<file path="config.mk">
export PLATFORM = sky130hd
export DESIGN_NAME = imadd_ctrl
export DESIGN_NICKNAME = d
export VERILOG_FILES = /design/src/rtl/imadd_pkg.sv /design/src/rtl/imadd_seq.sv /design/src/rtl/imadd_dp.sv /design/src/rtl/imadd_ctrl.sv
export SDC_FILE = /design/constraint.sdc
export NUM_CORES = 1
export LEC_CHECK = 0
export BUFFER_PORTS_ARGS = -buffer_cell sky130_fd_sc_hd__buf_2
export CORE_UTILIZATION = 41
export DETAILED_ROUTE_END_ITERATION = 7
export PLACE_DENSITY = 0.84
export SLEW_MARGIN = 10
export SYNTH_ARGS = -nofsm -noshare
export SYNTH_HDL_FRONTEND = slang
export SYNTH_HIERARCHICAL = 1
export SYNTH_SLANG_ARGS = --single-unit
</file>
<file path="constraint.sdc">
create_clock -name clk -period 1.9 [get_ports clk]
set_input_delay 0.095 -clock clk [delete_from_list [all_inputs] [get_ports clk]]
set_output_delay 0.095 -clock clk [all_outputs]
set_load 0.02 [all_outputs]
</file>
<file path="src/rtl/imadd_pkg.sv">
package imadd_pkg;

  typedef enum logic [2:0] {
    ST_IDLE,
    ST_CLEAR,
    ST_ACT,
    ST_EVAL,
    ST_WRITE,
    ST_DONE
  } stepState_t;

  typedef struct packed {
    logic capture;     // latch row addresses, clear final carry
    logic clearCarry;  // write 0 into carry column 0
    logic activate;    // three-row activation this cycle
    logic writeBack;   // logic answers valid, write sum / carry
    logic lastBit;     // current bit is the most significant one
  } ctrlStrobe_t;

endpackage

</file>
<file path="src/rtl/imadd_seq.sv">
module imadd_seq
  import imadd_pkg::*;
#(
  parameter int WIDTH = 32,
  parameter int LAT   = 1,
  localparam int CW   = (WIDTH > 1) ? $clog2(WIDTH) : 1
) (
  input  logic          clk,
  input  logic          rstN,
  input  logic          start,
  output ctrlStrobe_t   strobe,
  output logic [CW-1:0] bitIdx,
  output logic          done
);

  localparam int LCW = $clog2(LAT + 1);
  localparam logic [CW-1:0] LAST_IDX = CW'(WIDTH - 1);

  stepState_t state;
  logic       waitDone;
  logic       isLast;

  assign isLast = (bitIdx == LAST_IDX);

  generate
    if (LAT > 1) begin : g_wait
      logic [LCW-1:0] waitCnt;
      always_ff @(posedge clk) begin
        if (!rstN) begin
          waitCnt <= '0;
        end else if (state == ST_ACT) begin
          waitCnt <= LCW'(LAT - 1);
        end else if (state == ST_EVAL) begin
          waitCnt <= waitCnt - 1'b1;
        end
      end
      assign waitDone = (waitCnt == LCW'(1));
    end else begin : g_nowait
      assign waitDone = 1'b1;
    end
  endgenerate

  always_ff @(posedge clk) begin
    if (!rstN) begin
      state  <= ST_IDLE;
      bitIdx <= '0;
    end else begin
      case (state)
        ST_IDLE:  if (start) state <= ST_CLEAR;
        ST_CLEAR: begin
          bitIdx <= '0;
          state  <= ST_ACT;
        end
        ST_ACT:   state <= (LAT == 1) ? ST_WRITE : ST_EVAL;
        ST_EVAL:  if (waitDone) state <= ST_WRITE;
        ST_WRITE: begin
          if (isLast) begin
            state <= ST_DONE;
          end else begin
            bitIdx <= bitIdx + 1'b1;
            state  <= ST_ACT;
          end
        end
        ST_DONE:  state <= ST_IDLE;
        default:  state <= ST_IDLE;
      endcase
    end
  end

  always_comb begin
    strobe            = '0;
    strobe.capture    = (state == ST_IDLE) && start;
    strobe.clearCarry = (state == ST_CLEAR);
    strobe.activate   = (state == ST_ACT);
    strobe.writeBack  = (state == ST_WRITE);
    strobe.lastBit    = isLast;
  end

  assign done = (state == ST_DONE);

  AST_WRITE_AFTER_WAIT: assert property (@(posedge clk) disable iff (!rstN)
    (state == ST_WRITE) |-> ($past(state) == ST_ACT || $past(state) == ST_EVAL));

  AST_CLEAR_BEFORE_FIRST: assert property (@(posedge clk) disable iff (!rstN)
    (state == ST_ACT && bitIdx == '0) |-> ($past(state) == ST_CLEAR));

  AST_DONE_PULSE: assert property (@(posedge clk) disable iff (!rstN)
    done |=> !done);

  AST_START_IGNORED: assert property (@(posedge clk) disable iff (!rstN)
    ((state == ST_ACT || state == ST_EVAL || state == ST_WRITE) && start)
      |=> (state != ST_CLEAR));

endmodule

</file>
<file path="src/rtl/imadd_dp.sv">
module imadd_dp
  import imadd_pkg::*;
#(
  parameter int WIDTH = 32,
  parameter int RW    = 4,
  localparam int CW   = (WIDTH > 1) ? $clog2(WIDTH) : 1
) (
  input  logic          clk,
  input  logic          rstN,
  input  ctrlStrobe_t   strobe,
  input  logic [CW-1:0] bitIdx,
  input  logic [RW-1:0] rowA,
  input  logic [RW-1:0] rowB,
  input  logic [RW-1:0] rowCarry,
  input  logic [RW-1:0] rowSum,
  input  logic          luOr,
  input  logic          luMaj,
  input  logic          luAnd,
  output logic          actReq,
  output logic [2:0]    actFn,
  output logic [RW-1:0] actRowA,
  output logic [RW-1:0] actRowB,
  output logic [RW-1:0] actRowC,
  output logic [CW-1:0] actCol,
  output logic          wrSumEn,
  output logic [RW-1:0] wrSumRow,
  output logic [CW-1:0] wrSumCol,
  output logic          wrSumBit,
  output logic          wrCarryEn,
  output logic [RW-1:0] wrCarryRow,
  output logic [CW-1:0] wrCarryCol,
  output logic          wrCarryBit,
  output logic          carryOut
);

  localparam logic [CW-1:0] LAST_IDX = CW'(WIDTH - 1);

  logic [RW-1:0] rowAQ, rowBQ, rowCarryQ, rowSumQ;
  logic          sumBit;

  always_ff @(posedge clk) begin
    if (!rstN) begin
      rowAQ     <= '0;
      rowBQ     <= '0;
      rowCarryQ <= '0;
      rowSumQ   <= '0;
    end else if (strobe.capture) begin
      rowAQ     <= rowA;
      rowBQ     <= rowB;
      rowCarryQ <= rowCarry;
      rowSumQ   <= rowSum;
    end
  end

  // gate array: odd parity of three bits from the sensed flags only
  assign sumBit = luAnd | (luOr & ~luMaj);

  assign actReq  = strobe.activate;
  assign actFn   = strobe.activate ? 3'b111 : 3'b000;
  assign actRowA = rowAQ;
  assign actRowB = rowBQ;
  assign actRowC = rowCarryQ;
  assign actCol  = bitIdx;

  assign wrSumEn  = strobe.writeBack;
  assign wrSumRow = rowSumQ;
  assign wrSumCol = bitIdx;
  assign wrSumBit = sumBit;

  assign wrCarryEn  = strobe.clearCarry | (strobe.writeBack & ~strobe.lastBit);
  assign wrCarryRow = rowCarryQ;
  assign wrCarryCol = strobe.clearCarry ? '0 : bitIdx + 1'b1;
  assign wrCarryBit = strobe.clearCarry ? 1'b0 : luMaj;

  always_ff @(posedge clk) begin
    if (!rstN) begin
      carryOut <= 1'b0;
    end else if (strobe.capture) begin
      carryOut <= 1'b0;
    end else if (strobe.writeBack && strobe.lastBit) begin
      carryOut <= luMaj;
    end
  end

  AST_NO_CARRY_AFTER_MSB: assert property (@(posedge clk) disable iff (!rstN)
    (wrSumEn && wrSumCol == LAST_IDX) |-> !wrCarryEn);

  AST_CARRY_NEXT_COL: assert property (@(posedge clk) disable iff (!rstN)
    (wrSumEn && wrCarryEn) |-> (wrCarryCol == wrSumCol + 1'b1));

  AST_CARRY_HOLD: assert property (@(posedge clk) disable iff (!rstN)
    (!strobe.capture && !(wrSumEn && wrSumCol == LAST_IDX)) |=> $stable(carryOut));

  AST_ACT_NO_WRITE: assert property (@(posedge clk) disable iff (!rstN)
    actReq |-> (!wrSumEn && !wrCarryEn));

endmodule

</file>
<file path="src/rtl/imadd_ctrl.sv">
module imadd_ctrl
  import imadd_pkg::*;
#(
  parameter int WIDTH = 32,
  parameter int RW    = 4,
  parameter int LAT   = 1,
  localparam int CW   = (WIDTH > 1) ? $clog2(WIDTH) : 1
) (
  input  logic          clk,
  input  logic          rstN,
  input  logic          start,
  input  logic [RW-1:0] rowA,
  input  logic [RW-1:0] rowB,
  input  logic [RW-1:0] rowCarry,
  input  logic [RW-1:0] rowSum,
  output logic          done,
  output logic          carryOut,
  output logic          actReq,
  output logic [2:0]    actFn,
  output logic [RW-1:0] actRowA,
  output logic [RW-1:0] actRowB,
  output logic [RW-1:0] actRowC,
  output logic [CW-1:0] actCol,
  input  logic          luOr,
  input  logic          luMaj,
  input  logic          luAnd,
  output logic          wrSumEn,
  output logic [RW-1:0] wrSumRow,
  output logic [CW-1:0] wrSumCol,
  output logic          wrSumBit,
  output logic          wrCarryEn,
  output logic [RW-1:0] wrCarryRow,
  output logic [CW-1:0] wrCarryCol,
  output logic          wrCarryBit
);

  ctrlStrobe_t   strobe;
  logic [CW-1:0] bitIdx;

  imadd_seq #(.WIDTH(WIDTH), .LAT(LAT)) u_seq (
    .clk    (clk),
    .rstN   (rstN),
    .start  (start),
    .strobe (strobe),
    .bitIdx (bitIdx),
    .done   (done)
  );

  imadd_dp #(.WIDTH(WIDTH), .RW(RW)) u_dp (
    .clk        (clk),
    .rstN       (rstN),
    .strobe     (strobe),
    .bitIdx     (bitIdx),
    .rowA       (rowA),
    .rowB       (rowB),
    .rowCarry   (rowCarry),
    .rowSum     (rowSum),
    .luOr       (luOr),
    .luMaj      (luMaj),
    .luAnd      (luAnd),
    .actReq     (actReq),
    .actFn      (actFn),
    .actRowA    (actRowA),
    .actRowB    (actRowB),
    .actRowC    (actRowC),
    .actCol     (actCol),
    .wrSumEn    (wrSumEn),
    .wrSumRow   (wrSumRow),
    .wrSumCol   (wrSumCol),
    .wrSumBit   (wrSumBit),
    .wrCarryEn  (wrCarryEn),
    .wrCarryRow (wrCarryRow),
    .wrCarryCol (wrCarryCol),
    .wrCarryBit (wrCarryBit),
    .carryOut   (carryOut)
  );

endmodule

</file>
==> flow_summary.yaml <==
sta:
  max_freq_ghz: 0.534
  tightest_slew_ns: 0.350
  period_needed_ns: 1.87
  hold_viol_final: 0
  final.period_utilization_pct: 98.5
  fin_skew_ns: 0.00356
  grt_setup_unrepaired: "true"
  report.final.slew_viol_count: 0
  setup_viol: 0
  relSlewSlack_pct: 76.7
  hold_ws_ns: 0.0310
placement:
  dpl_cell_area_mm2: 0.00165
  place.port_buffers: 66
  place_congestion: 0.718
  numPlacedInstances: 236
  hpwl_mm: 1.88
global_routing:
  grt_pass1_wl_mm: 4.05
  grt_pass1_vias: 960
  grtUsageTotal_pct: 15.1
  grt_max_degree: 26
  overflow: 0
  antenna_found_initial: 0
synthesis:
  synth-async-reset-ratio_pct: 0
  yosys_register_bits: 25
  synth-edff-count: 0
  postSynthCellCount: 142
  syn_nets: 167
  yosysUniqueCellTypes: 30
  syn-mean-instance-area_um2: 9.49
  synth-warning-count: 6
  ys.flop_type: "dfxtp_1"
  ys_seq_area_share_pct: 37.1
  syn-cell-area_mm2: 0.00135
setup_path:
  worstPathRequired_ns: 2.15
  crit_family: "simple AND/OR/NAND/NOR gates"
  cp_max_fo: 4
  crit_chain: "ha_4 -> and3_4 -> ha_4 -> or4b_4 -> or3_1 -> a21oi_1"
  cp-start-kind: "register"
  crit_path_max_incr_delay_ns: 0.53
  crit_type: "register to register"
  path_buf_inv: 0
  critPathSlowestCell: "or4b_4"
  worstSetupEndpointType: "register"
  critPathArrivalTime_ns: 2.12
  crit_top_cell: "ha_4"
floorplanning:
  dieHeight_um: 59.3
  start_util_pct: 43.8
  die_w_um: 59.3
  io_pins: 67
  die_area_mm2: 0.00352
  core_area_mm2: 0.00308
  num_rows: 20
layout:
  final_cells: 242
  syn_to_final_growth_pct: 25.5
  final_util_pct: 55.0
  final_nets: 224
  final_layout_size_suffix_gt1_share_pct: 47.5
  final_common_cell: "buf_2"
  antenna-diode-count: 0
  most-common-layout-cells: "66 x buf_2, 22 x nor2b_1, 21 x dfxtp_1"
  finalInstanceArea_mm2: 0.00169
  fillers: 292
clocking:
  clock-sinks: 25
  clock_latency_ns: 0.30
  cts_tree: "built"
  cts_max_level: 1
  cts_buffer_depth: 2
  cts_buffers: 3
  path_clk_slew_ns: 0.13
  cts-root-buf: "clkbuf_4"
detailed_routing:
  dr.first_iter.drc_count: 43
  vias: 1103
  ant_nets: 0
  drt_wl_total_mm: 2.51
  drc: 0
  via_per_inst: 4.56
  wl_per_cell_um: 10.4
  firstDrtPassIters: 4
power_and_ir_drop:
  pwr_density_cell_mw_per_mm2: 619
  irDropWorstVdd_uv: 394
  leakage_nw: 0.861
  power.total_w: 0.00105
min_path:
  hold_class: "primary input to register"
run:
  maxCapViolCount: 0
status:
  outcome: "complete, no violations"
-- area by class of cell --
type,count,area [µm²],area share (%)
Clock buffer,4,26.3,1.55
Multi-Input combinational cell,87,667,39.4
Sequential cell,25,508,30.0
Tap cell,44,55.1,3.25
Timing Repair Buffer,78,420,24.9
Inverter,4,15.0,0.888
-- sequential cells by signal (all words and copies together), names as in the netlist --
signal,cells
u_dp/carryOut,1
u_dp/actRowA,4
u_dp/actRowC,4
u_seq/state,3
u_seq/bitIdx,5
u_dp/actRowB,4
u_dp/wrSumRow,4
-- power breakdown --
| part | internal, W | switching (W) |
|---|---|---|
| logic | 0.000110 | 0.000139 |
| registers | 0.000552 | 0.0000187 |
| clock network | 0.0000818 | 0.000145 |
-- per-stage QoR --
step           setup slack [ns]  TNS (ns)
2_1_floorplan           0.00736         0
3_3_place_gp             0.0518         0
3_5_place_dp             0.0195         0
4_1_cts                 0.00470         0
5_1_grt                 -0.0251   -0.0251
6_report                 0.0277         0
-- worst register-to-register path, cell delays in order (launching register included) --
cell	delay, ns
dfxtp_4	0.37
ha_4	0.15
and3_4	0.18
ha_4	0.15
or4b_4	0.53
or3_1	0.32
a21oi_1	0.12
-- path summary, 6_finish.rpt --
check,from,to,slack (ns),depth (start not counted)
setup / recovery,u_seq/bitIdx[0],u_seq/bitIdx[2],0.03,6
hold / removal,luMaj,u_dp/carryOut,0.03,3
setup reg to reg,u_seq/bitIdx[0],u_seq/bitIdx[2],0.03,6
hold reg to reg,u_dp/actRowB[2],u_dp/actRowB[2],0.53,2
-- cells in the mapped netlist, types with 2 or more instances --
library cell	number	area (µm²)
a21boi_0	3	22.5
a21o_1	2	15.0
a21oi_1	3	15.0
buf_4	21	158
clkbuf_1	2	7.51
dfxtp_1	25	500
ha_1	3	37.5
inv_1	4	15.0
mux2_2	2	22.5
mux2i_1	18	180
nand2_1	4	15.0
nand3_1	7	35.0
nor2_1	8	30.0
nor2b_1	22	138
nor4b_1	2	17.5
xnor2_1	2	17.5
-- metal layers --
layer	wire length, µm	track usage, %	vias to the layer above
met4	13	6.12	0
met1	1230	19.5	487
met5	0	0	-
met2	1130	25.4	45
met3	138	1.97	2
li1	-	-	569
-- cell families after synthesis --
logic type | Yosys count | share of synthesized area, %
buf+inv | 30 | 16.1
xor+xnor | 2 | 1.30
compound gates | 11 | 5.48
simple gates | 51 | 22.2
flops | 25 | 37.1
fa+ha+maj | 3 | 2.79
mux | 20 | 15.0
-- timing repair --
item                                    4_1_cts  5_1_grt
cloned                                        0        0
endpoints found under the setup margin        3        3
hold buffers                                  0        0
pin swaps                                     2        1
resized for setup                             1        2
setup buffers                                 0        2
(Power assumes the default switching activity.)
